File: src/rtl/dpll_mode_pkg.sv
package dpll_mode_pkg;
    typedef enum logic [1:0] {
        MODE_FREE   = 2'd0,
        MODE_ACQ    = 2'd1,
        MODE_NORMAL = 2'd2,
        MODE_HOLD   = 2'd3
    } mode_e;
endpackage

File: src/rtl/dpll_ref_pick.sv
module dpll_ref_pick #(
    parameter int NUM_REFS = 4,
    parameter int RW       = $clog2(NUM_REFS)
) (
    input  logic [NUM_REFS-1:0] qual,
    output logic                any_qual,
    output logic [RW-1:0]       low_idx
);
    // Priority encoder: lowest set index wins
    always_comb begin
        low_idx = '0;
        for (int i = NUM_REFS - 1; i >= 0; i--) begin
            if (qual[i]) low_idx = RW'(i);
        end
    end

    assign any_qual = |qual;
endmodule

File: src/rtl/dpll_lock_filter.sv
module dpll_lock_filter #(
    parameter int LOCK_CYCLES = 8,
    parameter int CW          = $clog2(LOCK_CYCLES + 1)
) (
    input  logic clk,
    input  logic rst_n,
    input  logic count_en,
    input  logic lock_in,
    output logic locked
);
    logic [CW-1:0] cnt_d, cnt_q;

    always_comb begin
        if (count_en && lock_in) begin
            cnt_d = (cnt_q == CW'(LOCK_CYCLES)) ? cnt_q : cnt_q + CW'(1);
        end else begin
            cnt_d = '0;
        end
    end

    always_ff @(posedge clk) begin
        if (!rst_n) cnt_q <= '0;
        else        cnt_q <= cnt_d;
    end

    assign locked = (cnt_q == CW'(LOCK_CYCLES));
endmodule

File: src/rtl/dpll_freq_history.sv
module dpll_freq_history #(
    parameter int          FW        = 16,
    parameter int          AVG_SHIFT = 2,
    parameter int          HIST_MIN  = 8,
    parameter logic [FW-1:0] NOMINAL = {1'b1, {(FW-1){1'b0}}},
    parameter int          CW        = $clog2(HIST_MIN + 1)
) (
    input  logic          clk,
    input  logic          rst_n,
    input  logic          sample_en,
    input  logic [FW-1:0] freq_in,
    output logic [FW-1:0] hist_freq,
    output logic          hist_valid
);
    logic [FW-1:0]        hist_d, hist_q;
    logic [CW-1:0]        cnt_d, cnt_q;
    logic signed [FW:0]   diff, step, sum;

    always_comb begin
        diff   = $signed({1'b0, freq_in}) - $signed({1'b0, hist_q});
        step   = diff >>> AVG_SHIFT;
        sum    = $signed({1'b0, hist_q}) + step;
        hist_d = hist_q;
        cnt_d  = cnt_q;
        if (sample_en) begin
            hist_d = (cnt_q == '0) ? freq_in : sum[FW-1:0];
            if (cnt_q != CW'(HIST_MIN)) cnt_d = cnt_q + CW'(1);
        end
    end

    always_ff @(posedge clk) begin
        if (!rst_n) begin
            hist_q <= NOMINAL;
            cnt_q  <= '0;
        end else begin
            hist_q <= hist_d;
            cnt_q  <= cnt_d;
        end
    end

    assign hist_freq  = hist_q;
    assign hist_valid = (cnt_q == CW'(HIST_MIN));
endmodule

File: src/rtl/dpll_mode_ctrl.sv
module dpll_mode_ctrl
    import dpll_mode_pkg::*;
#(
    parameter int            NUM_REFS    = 4,
    parameter int            FW          = 16,
    parameter int            LOCK_CYCLES = 8,
    parameter int            AVG_SHIFT   = 2,
    parameter int            HIST_MIN    = 8,
    parameter logic [FW-1:0] NOMINAL     = {1'b1, {(FW-1){1'b0}}},
    parameter int            RW          = $clog2(NUM_REFS)
) (
    input  logic                clk,
    input  logic                rst_n,
    input  logic [NUM_REFS-1:0] ref_qual,
    input  logic                phase_lock,
    input  logic [FW-1:0]       loop_freq,
    input  logic                force_en,
    input  logic [1:0]          force_mode,
    output logic [1:0]          mode,
    output logic [RW-1:0]       ref_sel,
    output logic [FW-1:0]       freq_out
);
    typedef struct packed {
        mode_e         mode;
        logic [RW-1:0] ref_sel;
    } ctrl_t;

    ctrl_t          st_d, st_q;
    logic           any_qual, sel_ok, locked, hist_valid;
    logic [RW-1:0]  low_idx;
    logic [FW-1:0]  hist_freq;
    mode_e          fallback;

    dpll_ref_pick #(.NUM_REFS(NUM_REFS), .RW(RW)) u_pick (
        .qual     (ref_qual),
        .any_qual (any_qual),
        .low_idx  (low_idx)
    );

    assign sel_ok = ref_qual[st_q.ref_sel];

    dpll_lock_filter #(.LOCK_CYCLES(LOCK_CYCLES)) u_lock (
        .clk      (clk),
        .rst_n    (rst_n),
        .count_en ((st_q.mode == MODE_ACQ) && sel_ok),
        .lock_in  (phase_lock),
        .locked   (locked)
    );

    dpll_freq_history #(
        .FW(FW), .AVG_SHIFT(AVG_SHIFT), .HIST_MIN(HIST_MIN), .NOMINAL(NOMINAL)
    ) u_hist (
        .clk        (clk),
        .rst_n      (rst_n),
        .sample_en  (st_q.mode == MODE_NORMAL),
        .freq_in    (loop_freq),
        .hist_freq  (hist_freq),
        .hist_valid (hist_valid)
    );

    assign fallback = hist_valid ? MODE_HOLD : MODE_FREE;

    always_comb begin
        st_d = st_q;
        if (force_en) begin
            st_d.mode = mode_e'(force_mode);
            if (any_qual) st_d.ref_sel = low_idx;
        end else begin
            unique case (st_q.mode)
                MODE_FREE, MODE_HOLD: begin
                    if (any_qual) begin
                        st_d.mode    = MODE_ACQ;
                        st_d.ref_sel = low_idx;
                    end
                end
                MODE_ACQ: begin
                    if (!any_qual)    st_d.mode    = fallback;
                    else if (!sel_ok) st_d.ref_sel = low_idx;
                    else if (locked)  st_d.mode    = MODE_NORMAL;
                end
                MODE_NORMAL: begin
                    if (!sel_ok) begin
                        if (any_qual) begin
                            st_d.mode    = MODE_ACQ;
                            st_d.ref_sel = low_idx;
                        end else begin
                            st_d.mode = fallback;
                        end
                    end
                end
                default: st_d = st_q;
            endcase
        end
    end

    always_ff @(posedge clk) begin
        if (!rst_n) begin
            st_q.mode    <= MODE_FREE;
            st_q.ref_sel <= '0;
        end else begin
            st_q <= st_d;
        end
    end

    always_comb begin
        unique case (st_q.mode)
            MODE_ACQ, MODE_NORMAL: freq_out = loop_freq;
            MODE_HOLD:             freq_out = hist_valid ? hist_freq : NOMINAL;
            default:               freq_out = NOMINAL;
        endcase
    end

    assign mode    = st_q.mode;
    assign ref_sel = st_q.ref_sel;
endmodule

File: config.mk
export PLATFORM = sky130hd
export DESIGN_NAME = dpll_mode_ctrl
export DESIGN_NICKNAME = d
export VERILOG_FILES = /design/src/rtl/dpll_mode_pkg.sv /design/src/rtl/dpll_ref_pick.sv /design/src/rtl/dpll_lock_filter.sv /design/src/rtl/dpll_freq_history.sv /design/src/rtl/dpll_mode_ctrl.sv
export SDC_FILE = /design/constraint.sdc
export NUM_CORES = 1
export LEC_CHECK = 0
export BUFFER_PORTS_ARGS = -buffer_cell sky130_fd_sc_hd__clkbuf_2
export CAP_MARGIN = 5
export CORE_ASPECT_RATIO = 1.1
export CORE_MARGIN = 3
export CORE_UTILIZATION = 45
export CTS_BUF_LIST = sky130_fd_sc_hd__clkbuf_4 sky130_fd_sc_hd__clkbuf_8
export DETAILED_ROUTE_END_ITERATION = 8
export PLACE_DENSITY = 0.77
export SYNTH_ARGS = -nofsm -noshare
export SYNTH_HDL_FRONTEND = slang
export SYNTH_SLANG_ARGS = --single-unit
File: constraint.sdc
create_clock -name clk -period 4.7 [get_ports clk]
set_input_delay 1.41 -clock clk [delete_from_list [all_inputs] [get_ports clk]]
set_output_delay 1.41 -clock clk [all_outputs]
set_load 0.005 [all_outputs]
Word-level counts from Yosys, hierarchy flattened
Cells that the tools add are included.
Cells by class
  add/subtract/negate cells: 4
  order comparisons: 1
  eq/ne operators: 12
  muxes and demuxes: 21
  reductions and logical operators: 11
Operator list (count)
  $mux 16: 2
  $pmux 16 s2: 1
  $mux 2: 12
  $sub 16x16->17: 1
  $add 16x15->16: 1
  $mux 4: 3
  $ne 3x3->1 const B: 4
  $ne 4x4->1 const B: 3
  $pmux 4 s3: 1
  $add 4x1->4 const B: 2
  $eq 4x4->1 const B: 2
  $reduce_and 4->1: 2
  $eq 2x2->1 const B: 2
  $logic_not 4->1: 1
  $reduce_and 2->1: 2
  $reduce_or 2->1: 2
  $reduce_or 4->1: 1
  $lt 2x3->1 const B: 1
  $bmux 1 s2: 1
  $eq 2x1->1 const B: 1
  $logic_and 1x1->1: 2
  $logic_not 2->1: 1
  $mux 1: 1
Storage, ports and cells
  bits in registers: 28
  output and inout bits: 20
  word-level logic and storage cells: 54

Logic depth before layout (Yosys ltp)
  depth after elaboration: 8
  depth in mapped cells: 17

Hierarchy
Synthesis repeated with hierarchy kept, for this count alone.
Unflattened totals
  cells, all modules: 419
  area total of the unflattened synthesis: 3201.8 um^2
Modules (own cells, without submodules)
  dpll_freq_history: instances 1, cells an instance 300, area each 2317.2 um^2, sequential area each 400.4 um^2
  dpll_mode_ctrl: instances 1, cells an instance 92, area each 645.6 um^2, sequential area each 80.1 um^2
  dpll_lock_filter: instances 1, cells an instance 20, area each 203.9 um^2, sequential area each 80.1 um^2
  dpll_ref_pick: instances 1, cells an instance 7, area each 35.0 um^2, sequential area each 0.0 um^2

Worst setup path after synthesis
Ideal clock, no wire load.
  path type: input to register
  start point: input port loop_freq[2]
  end point: register u_hist.hist_q[15] (netlist: u_hist.hist_freq[15])
  library setup time: 0.069 ns
  arrival: 4.554 ns
  required time: 4.631 ns
  path slack: 0.077 ns
  stages on the path: 16
  path buffers: 0
  path through: ha_1 -> a21o_1 -> a31o_4 -> a311oi_4 -> a21oi_2 -> o21a_1 -> o22a_1 -> xor2_1 -> ha_1 -> nand4_1 -> o22a_1 -> and3_1 -> a221oi_1 -> o221ai_1 -> xor2_1 -> o21ai_1
Between the ends
  cells in the longest elaborated chain, start to end: 3
Ends and longest elaborated chain
  start, declared: line dpll_mode_ctrl.sv:16  | input logic [FW-1:0] loop_freq,
  $sub 16x16->17: line dpll_freq_history.sv:20  | diff = $signed({1'b0, freq_in}) - $signed({1'b0, hist_q});
  $add 16x15->16: line dpll_freq_history.sv:22  | sum = $signed({1'b0, hist_q}) + step;
  $mux 16: line dpll_freq_history.sv:26  | hist_d = (cnt_q == '0) ? freq_in : sum[FW-1:0];
  end signal, assigned: line dpll_freq_history.sv:36  | hist_q <= hist_d;
  end, declared: line dpll_freq_history.sv:15  | logic [FW-1:0] hist_d, hist_q;
No other way between the ends.
A chain may end at the register's enable or synchronous reset.

Worst setup path in the final report
Ends and elaborated chain as after synthesis.

==> reports/metrics.cfg <==
[cells_and_area]
final_area_sq_um = 3870
regArea_sq_um = 561
area_growth_pct = 22.9
nFillCells = 631
multi_input_area_sq_um = 2510
layout_common_cells = 49 x nor2_1, 44 x clkbuf_2, 38 x ha_1
final_common_cell = nor2_1
diodes = 0
fin_nets = 565
drive_above_1_share_pct = 21.7

[clock_network]
clock-sinks = 28
cts_buffers = 3
cts_hold_buf = 0
max-clock-path-buffers = 2
tritoncts = yes
root_buffer = clkbuf_8
htree_levels = 1
path_clk_slew_ps = 120
clock_latency_ps = 290

[sta]
rsz0062_at_grt = yes
final-hold-violation-count = 0
skew_ps = 2.96
fin_crit_ps = 4570
whs_ps = 518
setup_violations = 0
fmax_ghz = 0.219
post-route-period-util_pct = 97.2
tightest_slew_ps = 809
final_max_slew_viol_count = 0
maxSlewHeadroom_pct = 46.1

[synth]
syn_area_per_cell_sq_um = 7.38
yosysWarnings = 0
ys_seq_area_share_pct = 17.8
syn_inst = 427
ys_ff_latch = 28
synthArstFlopShare_pct = 0
synthDistinctLibCells = 55
synth_fp_nets = 494
synth_area_sq_um = 3150
synth_edf_count = 0
ys.flop_type = dfxtp_1

[worst_setup_path]
cp_max_fo = 5
worst_ep_required_time_ps = 4930
crit_chain = buf_8 -> ha_4 -> a21o_1 -> a31o_4 -> a311oi_4 -> a21oi_4 -> o21a_1 -> buf_6 -> nor2_4 -> xnor2_2 -> ha_1 -> nand4_1 -> o22a_1 -> and3_4 -> a221oi_2 -> o221ai_2 -> xor2_1 -> o21ai_1
worst-endpoint-arrival_ps = 4800
path_class = in2reg
cp_num_buf_inv = 2
endpoint_kind = register
path_delay_family = compound AO/OA/AOI/OAI gates
cpPeakStageDelay_ps = 400
worst_path_max_delay_cell = a311oi_4
cp-start-kind = input pin

[placement]
gp_congestion = 0.939
portBuffers = 45
postPlaceCellArea_sq_um = 3680
hpwl_microns = 6670

[pwr]
power_density_nw_per_um2 = 260
vdd_ir_drop_max_uv = 166
p_leak_uw = 0.00168

[detailed_routing]
drt-vias-per-instance = 5.94
wl_met1_microns = 3970
ant_nets = 0
wire_per_inst_microns = 15.5
first_pass_iters = 5
route.met2.wl_microns = 4460
top_layer_used = met4
drt-initial-drc-count = 229
vias = 3439
drt-total-wl_microns = 8990
wl_met3_microns = 396
drc = 0

[die]
die_area_sq_um = 8050
rows = 31
initial_core_util_pct = 47.2
die_x_microns = 85.8
ioPinCount = 46
die_h_microns = 93.8
core_sq_um = 6670

[grt]
grt_max_degree = 41
grt_pass1_vias = 3186
grtUsageTotal_pct = 21.7
grt_pass1_wl_microns = 14400
antenna_found_initial = 0
overflow = 0

[job]
drv_cap = 0

[status]
status = completed

[worst_hold_path]
hp-class = reg2reg

[timing repair]
action                                  4_1_cts  5_1_grt
endpoints found under the setup margin        0        3
buffers inserted                              0        3
resized for setup                             0       19
[final timing paths]
check	to	depth (start not counted)	startpoint	slack [ps]
setup reg to reg	u_hist.hist_freq[15]	18	u_hist.hist_freq[1]	820
setup / recovery	u_hist.hist_freq[15]	18	loop_freq[2]	130
hold reg to reg	ref_sel[0]	2	ref_sel[0]	520
hold / removal	ref_sel[0]	2	ref_sel[0]	520
[cell families (layout without fill, tap and decap cells)]
kind of cell / after synthesis / in the layout / share of synthesized area [%]
adders and majority gates: 41 / 41 / 16.5
xor gates and xnor gates: 21 / 21 / 5.84
buffers and inverters: 46 / 116 / 5.48
and+or+nand+nor: 150 / 150 / 22.7
muxes: 7 / 7 / 2.66
AOI/OAI and AO/OA: 134 / 134 / 29.1
DFF: 28 / 28 / 17.8
[synthesized netlist by cell type (7+ instances only)]
cell type / number / area (sq um)
xor2_1: 7 / 61.3
dfxtp_1: 28 / 561
nand3_1: 13 / 65.1
o21ai_0: 26 / 130
nand2_1: 36 / 135
nor2_1: 50 / 188
nor3_1: 9 / 45.0
a211oi_1: 8 / 60.1
clkbuf_1: 14 / 52.6
a21oi_1: 31 / 155
inv_1: 30 / 113
xnor2_1: 14 / 123
a21o_1: 9 / 67.6
and3_1: 7 / 43.8
a22oi_1: 15 / 113
and2_1: 9 / 56.3
ha_1: 40 / 500
[registers in the layout (all words and copies together) (netlist names)]
name / cells
u_hist.hist_freq: 16
u_hist.cnt_q: 4
u_lock.cnt_q: 4
mode: 2
ref_sel: 2
[power breakdown]
part | internal, uW | switching [uW] | total, uW
logic | 249 | 284 | 533
clock network | 115 | 94.1 | 209
registers | 249 | 15.2 | 265
total | 613 | 393 | 1010
[worst register-to-register path: cells and delay by family (launching register included)]
family	cells	cell delay, ps
compound gates	9	1900
xor+xnor	2	230
fa+ha+maj	2	530
buf+inv	2	210
flops	1	470
simple gates	3	470
[per-layer routing]
layer | vias up | global-route usage, %
li1 | 1695 | -
met1 | 1629 | 27.1
met2 | 99 | 38.8
met3 | 16 | 2.19
met4 | 0 | 6.60
met5 | - | 0
[per-stage QoR]
stage,TNS (ps),power (uW),instances,setup WS [ps],utilization [%]
4_1_cts,0,975,576,85.3,56.2
3_3_place_gp,-134,754,572,-108,55.2
2_1_floorplan,0,598,427,76.8,-
3_5_place_dp,-488,767,572,-189,55.2
5_1_grt,-91.9,1070,579,-91.9,58.0
6_report,0,1010,579,130,58.0
[final cells by class]
type / count / area share [%]
clock buffers: 3 / 1.07
clock inverters: 1 / 0.775
inverters: 30 / 2.91
multi-input cells: 353 / 64.8
flip-flops and latches: 28 / 14.5
well taps: 82 / 2.65
repair buffers: 82 / 13.3
Note: power is estimated with default switching activity, not from simulation.
